$ cat src/rtl/ctr_pkg.sv
// Shared definitions for the counter-timer channel.
// Assumes: mode field is two bits, values below are decoded by the output stage.
package ctr_pkg;
    typedef enum logic [1:0] {
        MODE_FREE       = 2'b00,
        MODE_DIV_PULSE  = 2'b01,
        MODE_DIV_SQUARE = 2'b10,
        MODE_DIV_PULSE2 = 2'b11
    } ctr_mode_e;
endpackage

$ cat src/rtl/ctr_edge_sync.sv
// Synchronizes an asynchronous pin and flags its rising edges.
// Assumes: pin pulses are wider than one clock period at both levels.
module ctr_edge_sync #(
    parameter int STAGES = 2
) (
    input  logic clk,
    input  logic rst_n,
    input  logic pin,
    output logic rise
);
    logic [STAGES:0] shreg;

    // Shift the pin through the synchronizer plus one history stage.
    always_ff @(posedge clk) begin
        if (!rst_n) shreg <= '0;
        else        shreg <= {shreg[STAGES-1:0], pin};
    end

    assign rise = shreg[STAGES-1] & ~shreg[STAGES];

    // one pin edge yields a single step request.
    assert_single_edge_R4: assert property (@(posedge clk) disable iff (!rst_n)
        rise |=> !rise);
endmodule

$ cat src/rtl/ctr_core.sv
// Counter register with load, up/down step, wrap and divide-by-N reload.
// Assumes: step and load are single-cycle qualified requests; load wins.
module ctr_core #(
    parameter int W = 36
) (
    input  logic         clk,
    input  logic         rst_n,
    input  logic         step,
    input  logic         load,
    input  logic [W-1:0] load_val,
    input  logic         up,
    input  logic         divide,
    output logic [W-1:0] count,
    output logic         tc_evt
);
    localparam logic [W-1:0] ONE  = W'(1);
    localparam logic [W-1:0] ZERO = '0;
    localparam logic [W-1:0] ALL1 = '1;

    logic at_term;
    logic [W-1:0] step_val;

    // Decide whether the current count is the terminal value for this mode.
    always_comb begin
        if (up) at_term = (count == ALL1);
        else    at_term = (count == (divide ? ONE : ZERO));
        step_val = up ? count + ONE : count - ONE;
    end

    assign tc_evt = step & ~load & at_term;

    // Update the count: load first, then reload or step.
    always_ff @(posedge clk) begin
        if (!rst_n)                count <= '0;
        else if (load)             count <= load_val;
        else if (step) begin
            if (at_term && divide) count <= load_val;
            else                   count <= step_val;
        end
    end

    // a load command presets the count.
    assert_load_R2: assert property (@(posedge clk) disable iff (!rst_n)
        load |=> count == $past(load_val));
    // without step or load the count holds.
    assert_freeze_R5: assert property (@(posedge clk) disable iff (!rst_n)
        (!step && !load) |=> $stable(count));
    // a terminal step in divide mode reloads.
    assert_reload_R7: assert property (@(posedge clk) disable iff (!rst_n)
        (tc_evt && divide) |=> count == $past(load_val));
endmodule

$ cat src/rtl/ctr_out.sv
// Output shaping (pulse or square wave) and sticky terminal-count flag.
// Assumes: tc_evt is a one-cycle event from the counter core.
module ctr_out (
    input  logic       clk,
    input  logic       rst_n,
    input  logic       tc_evt,
    input  logic       load,
    input  logic [1:0] mode,
    input  logic       clear,
    output logic       out,
    output logic       flag
);
    import ctr_pkg::*;

    ctr_mode_e mode_e;
    logic pulse_q;
    logic sq_q;
    logic is_pulse;
    logic is_square;

    assign mode_e    = ctr_mode_e'(mode);
    assign is_pulse  = (mode_e == MODE_DIV_PULSE) || (mode_e == MODE_DIV_PULSE2);
    assign is_square = (mode_e == MODE_DIV_SQUARE);

    // Register a one-cycle pulse per terminal event in pulse mode.
    always_ff @(posedge clk) begin
        if (!rst_n) pulse_q <= 1'b0;
        else        pulse_q <= tc_evt & is_pulse;
    end

    // Toggle the square wave at terminal events; a load returns it low.
    always_ff @(posedge clk) begin
        if (!rst_n)                  sq_q <= 1'b0;
        else if (load)               sq_q <= 1'b0;
        else if (tc_evt && is_square) sq_q <= ~sq_q;
    end

    // Set the flag on terminal events, clear on request; set wins.
    always_ff @(posedge clk) begin
        if (!rst_n)      flag <= 1'b0;
        else if (tc_evt) flag <= 1'b1;
        else if (clear)  flag <= 1'b0;
    end

    assign out = is_square ? sq_q : pulse_q;

    // free mode produces no pulse.
    assert_free_quiet_R6: assert property (@(posedge clk) disable iff (!rst_n)
        (mode_e == MODE_FREE) |=> !pulse_q);
    // the square wave only changes on terminal events or loads.
    assert_square_hold_R9: assert property (@(posedge clk) disable iff (!rst_n)
        (!tc_evt && !load) |=> $stable(sq_q));
    // the flag holds until cleared.
    assert_flag_sticky_R11: assert property (@(posedge clk) disable iff (!rst_n)
        (flag && !clear) |=> flag);
endmodule

$ cat src/rtl/updown_timer.sv
// Top of one counter-timer channel: step source select, counter core,
// output stage and the latch that reads the count while it runs.
// Assumes: command inputs are single-cycle pulses from the host register file.
module updown_timer #(
    parameter int W = 36,
    parameter int SYNC_STAGES = 2
) (
    input  logic         clk,
    input  logic         rst_n,
    input  logic         cnt_pin,
    input  logic         cfg_up,
    input  logic         cfg_src_ext,
    input  logic [1:0]   cfg_mode,
    input  logic         cfg_enable,
    input  logic [W-1:0] load_value,
    input  logic         load_cmd,
    input  logic         latch_cmd,
    input  logic         flag_clear,
    output logic [W-1:0] held_count,
    output logic         timer_out,
    output logic         tc_flag
);
    logic         pin_rise;
    logic         step;
    logic         tc_evt;
    logic [W-1:0] count;

    ctr_edge_sync #(.STAGES(SYNC_STAGES)) u_sync (
        .clk   (clk),
        .rst_n (rst_n),
        .pin   (cnt_pin),
        .rise  (pin_rise)
    );

    assign step = cfg_enable & (cfg_src_ext ? pin_rise : 1'b1);

    ctr_core #(.W(W)) u_core (
        .clk      (clk),
        .rst_n    (rst_n),
        .step     (step),
        .load     (load_cmd),
        .load_val (load_value),
        .up       (cfg_up),
        .divide   (cfg_mode != 2'b00),
        .count    (count),
        .tc_evt   (tc_evt)
    );

    ctr_out u_out (
        .clk    (clk),
        .rst_n  (rst_n),
        .tc_evt (tc_evt),
        .load   (load_cmd),
        .mode   (cfg_mode),
        .clear  (flag_clear),
        .out    (timer_out),
        .flag   (tc_flag)
    );

    // Capture the running count on a latch command.
    always_ff @(posedge clk) begin
        if (!rst_n)         held_count <= '0;
        else if (latch_cmd) held_count <= count;
    end

    // the held count only changes on a latch command.
    assert_latch_hold_R10: assert property (@(posedge clk) disable iff (!rst_n)
        !latch_cmd |=> $stable(held_count));
    // an internal-source step moves the count by exactly one.
    assert_step_one_R3: assert property (@(posedge clk) disable iff (!rst_n)
        (step && !load_cmd && !cfg_src_ext && !tc_evt && cfg_up) |=> count == $past(count) + W'(1));
endmodule

$ cat config.mk
export PLATFORM = sky130hd
export DESIGN_NAME = updown_timer
export DESIGN_NICKNAME = d
export VERILOG_FILES = /design/src/rtl/ctr_pkg.sv /design/src/rtl/ctr_edge_sync.sv /design/src/rtl/ctr_core.sv /design/src/rtl/ctr_out.sv /design/src/rtl/updown_timer.sv
export SDC_FILE = /design/constraint.sdc
export NUM_CORES = 1
export LEC_CHECK = 0
export BUFFER_PORTS_ARGS = -buffer_cell sky130_fd_sc_hd__buf_2
export CORE_ASPECT_RATIO = 0.7
export CORE_MARGIN = 3
export CORE_UTILIZATION = 60
export CTS_BUF_LIST = sky130_fd_sc_hd__clkbuf_16
export DETAILED_ROUTE_END_ITERATION = 16
export PLACE_DENSITY = 0.84
export SLEW_MARGIN = 40
export SYNTH_ARGS = -nofsm -noshare
export SYNTH_HDL_FRONTEND = slang
export SYNTH_HIERARCHICAL = 1
export SYNTH_SLANG_ARGS = --single-unit
$ cat constraint.sdc
create_clock -name clk -period 8.75 [get_ports clk]
set_clock_uncertainty 0.2 [all_clocks]
set_input_delay 0.875 -clock clk [delete_from_list [all_inputs] [get_ports clk]]
set_output_delay 0.875 -clock clk [all_outputs]
set_load 0.005 [all_outputs]
# Yosys cells after proc, flatten, opt, wreduce, memory -nomap -nowiden
# Cells that the tools add are included.
# word_totals
register_bits,78
output_inout_bits,38
word_cells,39
# op_classes
n_addsub,2
n_eq_ne,5
muxes,10
bitwise,9
reduce_logical,7
# ops
operator,count
$mux 36,4
$add 36x1->36 const B,1
$eq 36x36->1,1
$eq 36x36->1 const B,1
$sub 36x1->36 const B,1
$mux 1,6
$reduce_bool 2->1,3
$and 1x1->1,5
$eq 2x2->1 const B,2
$not 1->1,4
$eq 2x1->1 const B,1
$logic_and 1x1->1,2
$reduce_or 2->1,1
$logic_or 1x1->1,1

# Logic depth before layout (Yosys ltp)
# Gate-level depths: netlist (run 1).
# logic_depth
depth_word,8
mapped_depth,13
ltp_nobuf,11

# Cells and area by module
# Netlist (run 1), hierarchy kept.
# by_module_without_submodules
mod,n_inst,cells_each,area_each_um2
ctr_core,1,479,3523.4
updown_timer,1,118,1406.3
ctr_out,1,12,132.6
ctr_edge_sync,1,7,92.6

# Least setup slack after synthesis (run 1)
# Ideal clock, no wire load.
# synth_path
kind,input -> register
from,in cfg_up
to,reg u_core.count[31]
setup_time_ps,118
arrival_time_ps,3644
path_slack_ps,4788
cell_stages,11
path_buffers,0
cell_sequence,inv_1 > ha_1 > a21oi_1 > nand2_1 > a21o_1 > a221o_2 > a31oi_4 > o211ai_4 > a311o_1 > a21oi_1 > o21ai_1
# synth_between
elab_chain_len,5
word_cells_on_any_way,6
# synth_rtl
item,line,source
start: declaration,updown_timer.sv:11,"input logic cfg_up,"
$mux 1,ctr_core.sv:25,if (up) at_term = (count == ALL1);
$logic_and 1x1->1,ctr_core.sv:37,if (at_term && divide) count <= load_val;
$mux 36 (*),ctr_core.sv:37,
$mux 36 (*),ctr_core.sv:36,else if (step) begin
$mux 36 (*),ctr_core.sv:35,else if (load) count <= load_val;
end signal: assignment,ctr_core.sv:35,
end signal: assignment,ctr_core.sv:37,
end signal: assignment,ctr_core.sv:38,else count <= step_val;
end: declaration,ctr_core.sv:13,"output logic [W-1:0] count,"
# Every way passes the cells marked *; elsewhere a longest branch is shown, timed or not. The select of a mux whose other input is x is not followed.
# A chain may end at the register's enable or synchronous reset.

# Worst setup path in the final report (run 1)
# layout_path
from,in cfg_up
to,reg u_core.count[23]
# Same word-level chain as after synthesis.

==> results of run 1 <==
[synthesized netlist by cell type, types with 2 or more instances]
library cell   n
dfxtp_1       78
nand2_1       68
a21oi_1       66
mux2i_1       39
nor2b_1       39
nor2_1        38
ha_1          34
o21ai_0       32
xnor2_1       21
clkbuf_1      18
nand3_1       18
a311oi_1      16
a21o_1        14
inv_1         10
nor3_1         8
a31oi_1        7
o211ai_1       7
xor2_1         7
and2_1         6
o21a_1         6
o21bai_1       6
and3_1         5
buf_6          5
nand4_1        5
a211oi_1       4
buf_2          4
and3_2         3
buf_12         3
nand2b_1       3
or2_2          3
or3_1          3
a21oi_2        2
nand3b_1       2
nor4_1         2
o21ai_1        2
o41ai_1        2
[area by class of cell]
type | instances | area (um^2) | share of cell area (%)
Timing Repair Buffer | 90 | 528 | 8.88
Tap cell | 101 | 126 | 2.13
Inverter | 11 | 41.3 | 0.695
Multi-Input combinational cell | 496 | 3350 | 56.4
Clock inverter | 7 | 106 | 1.79
Sequential cell | 78 | 1560 | 26.3
Clock buffer | 9 | 225 | 3.79
[metal layers]
metal	routed length (um)	vias up	part of all wire, %
met5	0	-	0
met4	260	0	1.9
met3	934	26	6.9
met2	6010	197	44
met1	6410	2313	47
li1	-	2369	-
[worst paths after layout]
| path | end | slack [ns] | cells after the start |
|---|---|---|---|
| setup reg to reg | u_core/count[23] | 5.44 | 10 |
| hold / removal | u_sync/shreg[1] | 0.24 | 1 |
| setup / recovery | u_core/count[23] | 4.68 | 13 |
| hold reg to reg | u_sync/shreg[1] | 0.24 | 1 |
[worst max-delay path, stage by stage]
cell and delay, ns:
buf_2 0.14, inv_1 0.06, buf_4 0.27, ha_1 0.48, and3_1 0.28, nand4_1 0.17
nor4_1 0.31, nand4_1 0.24, o21bai_4 0.61, buf_16 0.24, a21oi_1 0.05, a211oi_1 0.23
a311oi_1 0.08
[kinds of logic (layout without fill, tap and decap cells)]
logic type,after synthesis,in the layout
mux,40,40
buf+inv,42,117
xor+xnor,28,28
fa+ha+maj,35,35
simple gates,207,207
compound gates,186,186
flops,78,78
[power by group through the flow]
stage | Combinational [mW] | Clock [mW] | Sequential, mW
final | 0.333 | 0.421 | 0.405
after global routing | 0.367 | 0.443 | 0.409
after CTS | 0.327 | 0.424 | 0.405
after detailed placement | 0.320 | 0 | 0.413
after global placement | 0.306 | 0 | 0.412
after floorplan | 0.246 | 0 | 0.408
[sequential cells by signal (all words and copies together) (netlist names)]
signal	cells
held_count	36
u_core/count	36
u_out/flag	1
u_out/pulse_q	1
u_out/sq_q	1
u_sync/shreg	3
[through the flow]
| step | worst slack [ns] | utilization [%] | cells | area (um^2) | hold WS (ns) |
|---|---|---|---|---|---|
| 6_report | 4.68 | 73.3 | 792 | 5940 | 0.240 |
| 3_3_place_gp | 4.27 | 68.2 | 773 | 5530 | 0.216 |
| 3_5_place_dp | 4.40 | 69.2 | 776 | 5610 | 0.220 |
| 2_1_floorplan | 4.79 | - | 616 | 5150 | 0.212 |
| 4_1_cts | 4.74 | 73.3 | 792 | 5940 | 0.244 |
| 5_1_grt | 4.41 | 73.3 | 792 | 5940 | 0.275 |
==> key figures, run 1 <==
Status
  • Status: finished clean

Placed design
  • Post-DP HPWL: 9560 um
  • GPL Wtd Cong: 0.986
  • # port buffers: 84

Setup path
  • Worst EP arrival: 4.07 ns
  • CP max FO: 38
  • CP Class: in2reg
  • Required @ worst endpoint: 8.74 ns
  • Critical path origin: cfg_up
  • Critical Path End Type: flop
  • Reg2reg start: u_core/count[30]
  • CP Launch Type: input port

Yosys
  • #FFs+latches synth: 78
  • Post-synthesis adder-cell area fraction: 8.64%
  • Area contributors post-synth: dfxtp_1 30%, ha_1 8.3%, mux2i_1 7.6%, a21oi_1 6.4%, nand2_1 5.0%
  • Syn Area/Cell: 8.37 um^2
  • Sequential-to-total area share from yosys stat: 30.3%
  • Synthesized area: 5150 um^2
  • Yosys top cell area share: 30.3%
  • Largest family of logic cells by synthesized area: compound AO/OA/AOI/OAI gates
  • Synth cell types: 66
  • Post-synthesis compound-gate area fraction: 23.9%
  • Area leader, netlist: dfxtp_1
  • Post-Synthesis Cells: 616
  • EDFF count, synth: 0
  • Multiplexer share of the synthesized area: 7.79%
  • Ys async rst share: 0%
  • Mapped Nets: 698
  • Xor/xnor cell area share of the yosys netlist: 4.76%
  • Post-Synth Simple-Gate Area: 19.8%
  • Primary FF master, synth: dfxtp_1
  • Synth Warn #: 6

Pwr
  • Psw: 358 uW
  • Pwr Density: 195 nW/um^2
  • VDD IR-drop max: 0.000127 V
  • Leakage: 2.72 nW
  • Pwr Total: 1.16 mW
  • Sw Share: 30.9%
  • Logic pwr share: 28.7%
  • Power share of the sequential group: 35.0%
  • Clock network fraction of total power: 36.3%
  • P_int: 800 uW

Clock tree
  • CTS HTree Levels: 3
  • # hold bufs at CTS: 0
  • Clk_lat worst skew: 0.34 ns
  • Setup Fix Bufs, Post-CTS: 0
  • Post-CTS Resized: 0
  • Root Buffer: clkbuf_16
  • CTS tree: built
  • CTS buffer count: 9
  • Reg clk slew, reported paths: 0.06 ns
  • Clock Sinks: 78
  • CTS Buffer Depth: 2

Timing
  • Setup TNS: 0 ns
  • RSZ-0062 raised after global routing: false
  • Slew Viols, Final: 0
  • Fin. Hold Viols: 0
  • Worst Tran Pin Value: 0.752 ns
  • Endpoints failing setup: 0
  • F_max: 246 MHz
  • Final period util: 46.5%
  • Tmin final: 4.07 ns
  • Slew margin rel.: 49.8%

Global route
  • First-pass GRT wire length: 22300 um
  • Total gr overflow: 0
  • Initial antenna violation count: 0
  • M1 GR Usage: 38.5%
  • GR Util All Layers: 27.8%
  • Grt met3 use: 6.81%
  • Pin count of the biggest net entering global routing: 39
  • Met2 Use GR: 42.7%
  • Vias in the first global route: 4674
  • GR peak layer: met2

Floorplan
  • Die width: 117 um
  • Die area: 9760 um^2
  • Num rows: 27
  • Core Box Area: 8110 um^2
  • I/O pin count: 85
  • Die Y: 83.6 um
  • Initial Util: 63.6%

Route
  • Final WL: 13600 um
  • Drt wl/cell: 17.2 um
  • Routed vias/inst: 6.19
  • DRC violations left: 0
  • Iteration-0 DRC Markers: 364
  • ANT nets after route: 0
  • Via count: 4905
  • Drt first pass iters: 5

Run
  • Max-cap viol count: 0

Finish
  • Commonest non-fill, non-tap cell in the layout: buf_2
  • # nets final: 768
  • Ant. Diodes: 0
  • P&R area growth vs syn: 15.3%
  • Fill cells: 624
  • Commonest non-fill, non-tap cells in the layout: 83 x buf_2, 78 x dfxtp_1, 68 x nand2_1
  • Layout cells sized above 1: 17.8%

Worst hold path
  • Hold wc startpoint: u_sync/shreg[0]
  • HP Class: reg2reg
No activity file was read; power rests on OpenSTA's default activity.
==> inputs of run 2 (changes only) <==
--- a/config.mk
+++ b/config.mk
@@ -8,10 +8,10 @@
 export BUFFER_PORTS_ARGS = -buffer_cell sky130_fd_sc_hd__buf_2
 export CORE_ASPECT_RATIO = 0.7
 export CORE_MARGIN = 3
-export CORE_UTILIZATION = 60
+export CORE_UTILIZATION = 52
 export CTS_BUF_LIST = sky130_fd_sc_hd__clkbuf_16
 export DETAILED_ROUTE_END_ITERATION = 16
-export PLACE_DENSITY = 0.84
+export PLACE_DENSITY = 0.77
 export SLEW_MARGIN = 40
 export SYNTH_ARGS = -nofsm -noshare
 export SYNTH_HDL_FRONTEND = slang
==> constraint.sdc (replaced) <==
create_clock -name clk -period 3.4 [get_ports clk]
set_clock_uncertainty 0.2 [all_clocks]
set_input_delay 0.34 -clock clk [delete_from_list [all_inputs] [get_ports clk]]
set_output_delay 0.34 -clock clk [all_outputs]
set_load 0.005 [all_outputs]
==> run 2 against run 1 <==
Compared with the run above:
- first-iteration DRC count is 20% higher
- via count decreased by 0.20%
- wire length grew 1.7%
- sequential share of layout area is 0.87 points lower
- non-clock buffer count up 29
- core utilization decreased by 7.6 points
- largest power group is now registers
- flip-flop and latch count is the same
- sequential power rose to 2.6 times the previous value
- final cell count up 6.6%
- worst hold slack worse by 0.23 ns
- clock-buffer cell count stayed put
- critical endpoint is now u_core/count[35]
- register-to-register slack worse by 5.0 ns
==> key figures, run 2 (same netlist as run 1, synthesis figures left out) <==
Clock tree
  • Setup Fix Bufs, Post-CTS: 0 (unchanged)
  • Post-CTS Resized: 0 (unchanged)
  • CTS Buffer Depth: 2 (unchanged)
  • Root Buffer: clkbuf_16
  • Reg clk slew, reported paths: 0.06 ns (about the same)
  • CTS tree: built
  • # hold bufs at CTS: 0 (unchanged)
  • Clk_lat worst skew: 0.34 ns (about the same)
  • Clock Sinks: 78 (unchanged)
  • CTS HTree Levels: 3 (unchanged)
  • CTS buffer count: 9 (unchanged)

Setup path
  • Required @ worst endpoint: 3.43 ns (-5.31 ns)
  • CP Class: in2reg
  • Critical Path End Type: flop
  • Worst EP arrival: 3.07 ns (-1.00 ns)
  • CP max FO: 30 (-21%)
  • CP Launch Type: input port

Route
  • DRC violations left: 0 (unchanged)
  • Drt first pass iters: 5 (unchanged)
  • Final WL: 13900 um (+1.7%)
  • ANT nets after route: 0 (unchanged)
  • Via count: 4895 (-0.20%)
  • Iteration-0 DRC Markers: 435 (+20%)
  • Drt wl/cell: 16.4 um (-4.5%)
  • Routed vias/inst: 5.80 (-6.4%)

Finish
  • Largest regs: held_count x36, u_core/count x36, u_sync/shreg x3
  • Ant. Diodes: 0 (unchanged)
  • Fill cells: 831 (+33%)
  • P&R area growth vs syn: 19.2%
  • Fin util: 65.7% (-7.6 points)
  • Final std cells w/o fill: 844 (+6.6%)
  • Layout cells sized above 1: 21.5% (+3.7 points)
  • Commonest non-fill, non-tap cells in the layout: 83 x buf_2, 78 x dfxtp_1, 68 x nand2_1
  • Commonest non-fill, non-tap cell in the layout: buf_2
  • # nets final: 797 (+3.8%)

Pwr
  • Logic pwr share: 30.2% (+1.5 points)
  • Power share of the sequential group: 35.0% (about the same)
  • Clock network fraction of total power: 34.8% (-1.5 points)
  • Sw Share: 31.8% (+0.91 points)
  • Pwr Density: 486 nW/um^2 (+150%)
  • VDD IR-drop max: 0.000333 V (+160%)
  • Leakage: 2.82 nW (+3.8%)
  • Psw: 951 uW (+170%)
  • P_int: 2.04 mW (+150%)

Global route
  • First-pass GRT wire length: 22600 um (+1.3%)
  • Met2 Use GR: 39.6% (-3.2 points)
  • Initial antenna violation count: 0 (unchanged)
  • M1 GR Usage: 35.4% (-3.1 points)
  • Vias in the first global route: 4621 (-1.1%)
  • GR peak layer: met2
  • GR Util All Layers: 24.9% (-2.9 points)
  • Pin count of the biggest net entering global routing: 37 (-5.1%)
  • Grt met3 use: 4.48% (-2.3 points)
  • Total gr overflow: 0 (unchanged)

Floorplan
  • I/O pin count: 85 (unchanged)
  • Die width: 125 um (+7.0%)
  • Initial Util: 55.1% (-8.5 points)
  • Core Box Area: 9360 um^2 (+15%)
  • Num rows: 29 (+7.4%)
  • Die Y: 89.3 um (+6.9%)
  • Die area: 11200 um^2 (+14%)

Placed design
  • Post-DP HPWL: 10500 um (+9.4%)
  • # port buffers: 84 (unchanged)
  • Placement Setup Slack: 0.0761 ns (-4.32 ns)
  • Placed Instances: 828 (+6.7%)
  • GPL Wtd Cong: 0.914 (-7.3%)

Timing
  • Final setup margin: 0.367 ns (-4.31 ns)
  • Slew Viols, Final: 0 (unchanged)
  • Fin. Hold Viols: 0 (unchanged)
  • Tmin final: 3.03 ns
  • Setup TNS: 0 ns (unchanged)
  • F_max: 330 MHz
  • Final period util: 89.2%
  • Min Hold Slack: 0.0132 ns (-0.227 ns)
  • Worst Tran Pin Value: 0.827 ns (+0.0746 ns)
  • Endpoints failing setup: 0 (unchanged)
  • RSZ-0062 raised after global routing: false
  • Slew margin rel.: 44.7% (-5.1 points)

Worst hold path
  • HP Class: in2reg

Status
  • Status: finished clean

Run
  • Max-cap viol count: 0 (unchanged)
[run 2: changes by cell type in the layout (fill, tap and decap cells not counted)]
| cell | before | now |
|---|---|---|
| buf_12 | 0 | 2 |
| buf_16 | 3 | 0 |
| buf_4 | 4 | 34 |
| bufinv_16 | 3 | 2 |
| clkinv_1 | 1 | 2 |
| clkinv_4 | 0 | 1 |
| clkinvlp_4 | 0 | 1 |
| inv_1 | 13 | 9 |
| inv_6 | 0 | 2 |
[run 2: layout make-up]
type	count	area (um^2)	share of cell area, %
timing repair buffer	119	711	11.6
inverter	11	45.0	0.733
clock inverter	7	95.1	1.55
sequential	78	1560	25.4
tap	124	155	2.52
clock buffer	9	225	3.66
multi-input combinational	496	3350	54.6
[run 2: metal layers]
metal	wire length, um	vias to the layer above	share of wire (%)
li1	-	2436	-
met1	7100	2305	51
met2	5910	142	43
met3	708	12	5.1
met4	131	0	0.95
met5	0	-	0
[run 2: per-stage QoR]
stage               instance area [um^2]  power, mW
finish                              6150       2.99
global route                        6150       3.15
CTS                                 6150       3.00
detailed placement                  5830       1.95
global placement                    5820       1.93
floorplan                           5160       1.68
[run 2: power by group through the flow]
stage,Clock (mW),Combinational [mW],Sequential [mW]
final,1.04,0.902,1.04
after floorplan,0,0.633,1.05
after detailed placement,0,0.883,1.07
after global placement,0,0.865,1.06
after CTS,1.06,0.893,1.05
after global routing,1.10,0.999,1.05
[run 2: worst paths after layout]
kind	start	to	slack, ns	cells past startpoint
worst max-delay path	cfg_up	u_core/count[35]	0.37	14
worst max register to register	u_core/count[31]	u_core/count[35]	0.44	11
worst min-delay path	cnt_pin	u_sync/shreg[0]	0.01	2
worst min register to register	u_sync/shreg[0]	u_sync/shreg[1]	0.25	1
[run 2: critical path, stage by stage]
cell and delay [ns]:
buf_2 0.12, clkinvlp_4 0.09, buf_12 0.18, ha_1 0.31, and3_1 0.25, nand4_1 0.17, nor4_1 0.30, nand4_1 0.28
o21bai_4 0.27, buf_12 0.21, nor4_1 0.07, mux2i_1 0.17, a21oi_1 0.10, a31o_1 0.19
